===== src/rtl/eep_pkg.sv =====
package eep_pkg;

   localparam int BYTE_W = 8;

   typedef enum logic [2:0] {
      ST_IDLE,
      ST_DEV,
      ST_WADDR,
      ST_WDATA,
      ST_READ,
      ST_SKIP
   } eep_state_e;

   function automatic logic dev_hit(input logic [BYTE_W-1:0] b,
                                    input logic [3:0] pre,
                                    input logic [2:0] sel);
      return (b[7:4] == pre) && (b[3:1] == sel);
   endfunction

endpackage


===== src/rtl/eep_page_buf.sv =====
module eep_page_buf #(
   parameter int PAGE_W = 4,
   parameter int BYTE_W = 8
) (
   input  logic                                  clk,
   input  logic                                  rst_n,
   input  logic                                  clr_i,
   input  logic                                  wr_i,
   input  logic [PAGE_W-1:0]                     lane_i,
   input  logic [BYTE_W-1:0]                     data_i,
   output logic [(1<<PAGE_W)-1:0][BYTE_W-1:0]    data_o,
   output logic [(1<<PAGE_W)-1:0]                valid_o
);
   localparam int LANES = 1 << PAGE_W;

   for (genvar l = 0; l < LANES; l++) begin : g_lane
      logic hit;
      assign hit = wr_i && (lane_i == PAGE_W'(l));
      always_ff @(posedge clk or negedge rst_n) begin
         if (!rst_n) begin
            data_o[l]  <= '0;
            valid_o[l] <= 1'b0;
         end else if (clr_i) begin
            valid_o[l] <= 1'b0;
         end else if (hit) begin
            data_o[l]  <= data_i;
            valid_o[l] <= 1'b1;
         end
      end
   end

endmodule


===== src/rtl/eep_array.sv =====
module eep_array #(
   parameter int ADDR_W = 8,
   parameter int PAGE_W = 4,
   parameter int BYTE_W = 8
) (
   input  logic                                  clk,
   input  logic                                  rst_n,
   input  logic                                  commit_i,
   input  logic [ADDR_W-PAGE_W-1:0]              page_i,
   input  logic [(1<<PAGE_W)-1:0][BYTE_W-1:0]    data_i,
   input  logic [(1<<PAGE_W)-1:0]                valid_i,
   input  logic [ADDR_W-1:0]                     rd_addr_i,
   output logic [BYTE_W-1:0]                     rd_data_o
);
   localparam int DEPTH = 1 << ADDR_W;
   localparam int LANES = 1 << PAGE_W;

   logic [BYTE_W-1:0] mem [DEPTH];

   always_ff @(posedge clk or negedge rst_n) begin
      if (!rst_n) begin
         for (int i = 0; i < DEPTH; i++) mem[i] <= '1;
      end else if (commit_i) begin
         for (int l = 0; l < LANES; l++) begin
            if (valid_i[l]) mem[{page_i, PAGE_W'(l)}] <= data_i[l];
         end
      end
   end

   assign rd_data_o = mem[rd_addr_i];

endmodule


===== src/rtl/eep_busy_timer.sv =====
module eep_busy_timer #(
   parameter int BUSY_CYCLES = 625000
) (
   input  logic clk,
   input  logic rst_n,
   input  logic load_i,
   output logic busy_o
);
   if (BUSY_CYCLES == 1) begin : g_single
      always_ff @(posedge clk or negedge rst_n) begin
         if (!rst_n) busy_o <= 1'b0;
         else        busy_o <= load_i;
      end
   end else begin : g_count
      localparam int CNT_W = $clog2(BUSY_CYCLES + 1);
      logic [CNT_W-1:0] cnt;
      always_ff @(posedge clk or negedge rst_n) begin
         if (!rst_n)          cnt <= '0;
         else if (load_i)     cnt <= CNT_W'(BUSY_CYCLES);
         else if (cnt != '0)  cnt <= cnt - 1'b1;
      end
      assign busy_o = (cnt != '0);
   end

endmodule


===== src/rtl/eeprom_page_ctrl.sv =====
module eeprom_page_ctrl
   import eep_pkg::*;
#(
   parameter int         ADDR_W      = 8,
   parameter int         PAGE_W      = 4,
   parameter int         BUSY_CYCLES = 625000,
   parameter logic [3:0] PREAMBLE    = 4'b1010
) (
   input  logic              clk,
   input  logic              rst_n,
   input  logic              start_i,
   input  logic              stop_i,
   input  logic              rx_valid_i,
   input  logic [7:0]        rx_byte_i,
   input  logic              rd_req_i,
   input  logic              wp_i,
   input  logic [2:0]        dev_sel_i,
   output logic              ack_valid_o,
   output logic              ack_o,
   output logic              rd_valid_o,
   output logic [7:0]        rd_data_o
);
   localparam int LANES = 1 << PAGE_W;
   localparam int PG_W  = ADDR_W - PAGE_W;

   if (ADDR_W != 8) begin : g_bad_addr
      $error("ADDR_W must be 8 so the address byte fills the counter");
   end
   if (PAGE_W < 1 || PAGE_W >= ADDR_W) begin : g_bad_page
      $error("PAGE_W must lie between 1 and ADDR_W-1");
   end
   if (BUSY_CYCLES < 1) begin : g_bad_busy
      $error("BUSY_CYCLES must be at least 1");
   end

   eep_state_e               state;
   logic [ADDR_W-1:0]        addr_q;
   logic                     busy;
   logic                     st_dev, st_rd, st_wdata;
   logic                     byte_ev, prot, stage_wr, buf_any, commit;
   logic [LANES-1:0][7:0]    buf_data;
   logic [LANES-1:0]         buf_valid;
   logic [7:0]               arr_rd;

   assign st_dev   = (state == ST_DEV);
   assign st_rd    = (state == ST_READ);
   assign st_wdata = (state == ST_WDATA);
   assign byte_ev  = rx_valid_i && !start_i && !stop_i;
   assign prot     = wp_i && !addr_q[ADDR_W-1];
   assign stage_wr = byte_ev && st_wdata && !prot;
   assign buf_any  = |buf_valid;
   assign commit   = stop_i && buf_any && !busy;

   eep_page_buf #(.PAGE_W(PAGE_W), .BYTE_W(BYTE_W)) i_buf (
      .clk     (clk),
      .rst_n   (rst_n),
      .clr_i   (start_i || stop_i),
      .wr_i    (stage_wr),
      .lane_i  (addr_q[PAGE_W-1:0]),
      .data_i  (rx_byte_i),
      .data_o  (buf_data),
      .valid_o (buf_valid)
   );

   eep_array #(.ADDR_W(ADDR_W), .PAGE_W(PAGE_W), .BYTE_W(BYTE_W)) i_arr (
      .clk       (clk),
      .rst_n     (rst_n),
      .commit_i  (commit),
      .page_i    (addr_q[ADDR_W-1:PAGE_W]),
      .data_i    (buf_data),
      .valid_i   (buf_valid),
      .rd_addr_i (addr_q),
      .rd_data_o (arr_rd)
   );

   eep_busy_timer #(.BUSY_CYCLES(BUSY_CYCLES)) i_busy (
      .clk    (clk),
      .rst_n  (rst_n),
      .load_i (commit),
      .busy_o (busy)
   );

   always_ff @(posedge clk or negedge rst_n) begin
      if (!rst_n) begin
         state       <= ST_IDLE;
         addr_q      <= '0;
         ack_valid_o <= 1'b0;
         ack_o       <= 1'b0;
         rd_valid_o  <= 1'b0;
         rd_data_o   <= '0;
      end else begin
         ack_valid_o <= 1'b0;
         rd_valid_o  <= 1'b0;
         if (start_i) begin
            state <= ST_DEV;
         end else if (stop_i) begin
            state <= ST_IDLE;
         end else if (rx_valid_i) begin
            ack_valid_o <= 1'b1;
            ack_o       <= 1'b0;
            case (state)
               ST_DEV: begin
                  if (dev_hit(rx_byte_i, PREAMBLE, dev_sel_i) && !busy) begin
                     ack_o <= 1'b1;
                     state <= rx_byte_i[0] ? ST_READ : ST_WADDR;
                  end else begin
                     state <= ST_SKIP;
                  end
               end
               ST_WADDR: begin
                  ack_o  <= 1'b1;
                  addr_q <= rx_byte_i;
                  state  <= ST_WDATA;
               end
               ST_WDATA: begin
                  ack_o  <= 1'b1;
                  addr_q <= {addr_q[ADDR_W-1:PAGE_W],
                             PAGE_W'(addr_q[PAGE_W-1:0] + 1'b1)};
               end
               default: ack_o <= 1'b0;
            endcase
         end else if (rd_req_i && st_rd) begin
            rd_valid_o <= 1'b1;
            rd_data_o  <= arr_rd;
            addr_q     <= addr_q + 1'b1;
         end
      end
   end

endmodule


===== config.mk =====
export PLATFORM = sky130hd
export DESIGN_NAME = eeprom_page_ctrl
export DESIGN_NICKNAME = d
export VERILOG_FILES = /design/src/rtl/eep_pkg.sv /design/src/rtl/eep_page_buf.sv /design/src/rtl/eep_array.sv /design/src/rtl/eep_busy_timer.sv /design/src/rtl/eeprom_page_ctrl.sv
export SDC_FILE = /design/constraint.sdc
export NUM_CORES = 2
export LEC_CHECK = 0
export ABC_AREA = 1
export BUFFER_PORTS_ARGS = -buffer_cell sky130_fd_sc_hd__buf_2
export CAP_MARGIN = 20
export CORE_ASPECT_RATIO = 1.4
export CORE_MARGIN = 3
export CORE_UTILIZATION = 50
export CTS_CLUSTER_DIAMETER = 120
export CTS_CLUSTER_SIZE = 24
export DETAILED_ROUTE_END_ITERATION = 12
export PLACE_DENSITY = 0.65
export SYNTH_ARGS = -nofsm -noshare
export SYNTH_HDL_FRONTEND = slang
export SYNTH_SLANG_ARGS = --single-unit

===== constraint.sdc =====
create_clock -name clk -period 5 [get_ports clk]
set_input_delay 0.5 -clock clk [delete_from_list [all_inputs] [get_ports clk]]
set_output_delay 0.5 -clock clk [all_outputs]
set_load 0.1 [all_outputs]

==> flow_summary.ini <==
[global_routing]
grt_pass1_vias = 88000
antenna_found_initial = 28
gr-total-overflow = 0
grt_usage_pct = 40.2
grt_pass1_wl_mm = 641
grt_max_degree = 138

[outcome]
status = finished clean

[floorplanning]
core_area_mm2 = 0.213
die_h_um = 555
start_util_pct = 50.5
rows = 200
io_pins = 29
die_x_um = 398
die_area_mm2 = 0.221

[sta]
max_freq_ghz = 0.238
timing.final.max_slew_violations = 0
period_share_pct = 84.0
rsz0062_at_grt = no
setup_ws_ps = 800
finalCriticalPeriod_ps = 4200
setup-tns-final_ps = 0
worstMarginPinSlew_ps = 1210
setup_violations = 0
hold_viol = 0
slew_headroom_pct = 19.0
finalClockSkew_ps = 55.5

[cells_and_area]
area_growth_pct = 5.44
fin_nets = 13200
layout-drive-gt1-share_pct = 20.8

[route]
drtPass1Iterations = 6
post_drt_wl_per_cell_um = 27.9
vias = 93800
via_per_inst = 5.84
antenna_left = 0
wl_mm = 448
first_iter_violations = 11300
drcViolationCount = 0

[clocking]
cts.sinks = 2234
numCtsBuffers = 103
h-tree-depth = 3
cts-root-buf = clkbuf_16
cts_buffer_depth = 3
insertion_delay_ps = 810
clkTransAtPathRegs_ps = 100
post_cts_buffers = 0
cts_tree = done

[setup_path]
setup.worst_path.end_class = register
crit_type = reg -> reg
worst_setup_path_start_kind = register
arrival_ps = 4870
worst_ep_required_time_ps = 5670
critPathMaxFanout = 21

[place]
gp_congestion = 1.07
hpwlAfterDp_mm = 301
place_ws_ps = 1070
port_buffers = 28

[synthesis]
yosys.area.top_type_share_pct = 50.0
yosysWarnings = 0
yosys.area.top_type = dfstp_2
synth_ff_type = dfstp_2
syn-cell-area_mm2 = 0.108
synth_edf_count = 0
yosysMostFrequentCell = nand2_1
async_flop_share_pct = 100
syn-num-nets = 13600
synth_area_per_cell_um2 = 7.92
synth_cell_types = 42
synth.area.top_cells = dfstp_2 50%, nand2_1 17%, o21ai_0 10%
yosys-top-cells-count = 5007 x nand2_1, 2175 x o21ai_0, 2048 x dfstp_2
yosysSeqAreaShare_pct = 54.3
synth_cells = 13600
yosys_register_bits = 2234

[job]
maxCapViolations = 0

[min_path]
hp-class = in -> reg

[power]
p_leak_uw = 0.0458
peakVddDrop_mv = 0.334
cellPowerDensity_mw_per_mm2 = 299
==> cells in the final DEF (no fill, tap or decap), drive strengths merged, types with 2 or more instances in the layout <==
cell	netlist	routed
nand3	298	298
nand3b	2	2
dlygate4sd3	0	6
a31oi	5	5
or2	3	3
inv	761	763
dfrtp	186	186
ha	6	6
clkbuf	523	136
xnor2	3	3
clkinv	0	2
o21ai	2855	2855
buf	334	343
nand4	12	12
nand2	5093	5093
dfstp	2048	2048
nor2	1412	1412
a21oi	14	14
nor4	3	3
o22ai	10	10
nor3	13	13
xor2	10	10
diode	0	12
mux2i	2	2
==> logic make-up (layout without fill, tap and decap cells) <==
logic type      after synthesis  after routing  synth area share, %
xor+xnor                     13             13                0.106
fa+ha+maj                     6              6               0.0697
flops                      2234           2234                 54.3
compound gates             2887           2887                 13.8
other cells                   0             12                    0
mux                           2              2               0.0186
buf+inv                    1618           1250                 6.61
simple gates               6837           6837                 25.1
==> final cells by class <==
| class | count | area, um2 |
|---|---|---|
| Timing Repair Buffer | 350 | 3630 |
| Clock inverter | 4 | 53.8 |
| Antenna cell | 12 | 30.0 |
| Fill cell | 20500 | 99700 |
| Clock buffer | 135 | 2770 |
| Sequential cell | 2234 | 58500 |
| Tap cell | 2828 | 3540 |
| Inverter | 761 | 2870 |
| Multi-Input combinational cell | 9745 | 42200 |
==> repair_timing <==
action                    CTS  global route
gates resized for setup     0             0
hold buffers                6             0
hold endpoints to repair   10             0
==> worst max-delay path, stage by stage, from the launching register on <==
cell	delay [ps]
dfrtp_1	540
inv_1	150
nor2_1	780
inv_2	620
nor2_4	990
nand2_1	600
o21ai_0	360
==> report_power, final <==
group	internal, uW	leakage [uW]	switching (uW)
combinational	1290	0.0208	4360
sequential	18200	0.0236	70.9
clock	3910	0.00137	6080
total	23400	0.0458	10500
==> flip-flops by register name, summed over array words and instances, names as in the netlist <==
register and cells:
ack_o 1, ack_valid_o 1, addr_q 8, i_arr.mem 2048, i_buf.data_o 128, i_buf.valid_o 16, i_busy.g_count.cnt 20, rd_data_o 8
rd_valid_o 1, state 3
==> metal layers <==
metal,part of all wire (%),track usage (%)
met2,44,60.1
met3,8.6,7.71
met5,0.014,0
met4,9.8,31.5
met1,38,51.2
==> per-stage QoR <==
step / power [uW] / util, % / cell area, um2 / instances / hold WS (ps)
floorplan: 21400 / - / 108000 / 13600 / 204
finish: 33900 / 53.2 / 114000 / 16100 / 102
global placement: 24000 / 51.6 / 110000 / 15900 / 459
detailed placement: 24000 / 51.9 / 111000 / 15900 / 463
global route: 34900 / 53.2 / 114000 / 16100 / 93.3
CTS: 33900 / 53.2 / 113000 / 16100 / 50.0
==> worst paths after layout <==
kind,start,endpoint,slack (ps),cells past startpoint
setup / recovery,addr_q[4],i_arr.mem[362],800,6
hold / removal,rx_valid_i,addr_q[6],100,4
setup reg to reg,addr_q[4],i_arr.mem[362],800,6
hold reg to reg,i_arr.mem[1254],i_arr.mem[1254],480,2
max in group asynchronous,rst_n,i_arr.mem[1082],3130,4
min in group asynchronous,rst_n,i_buf.valid_o[9],500,2
No activity file was read; power rests on OpenSTA's default activity.
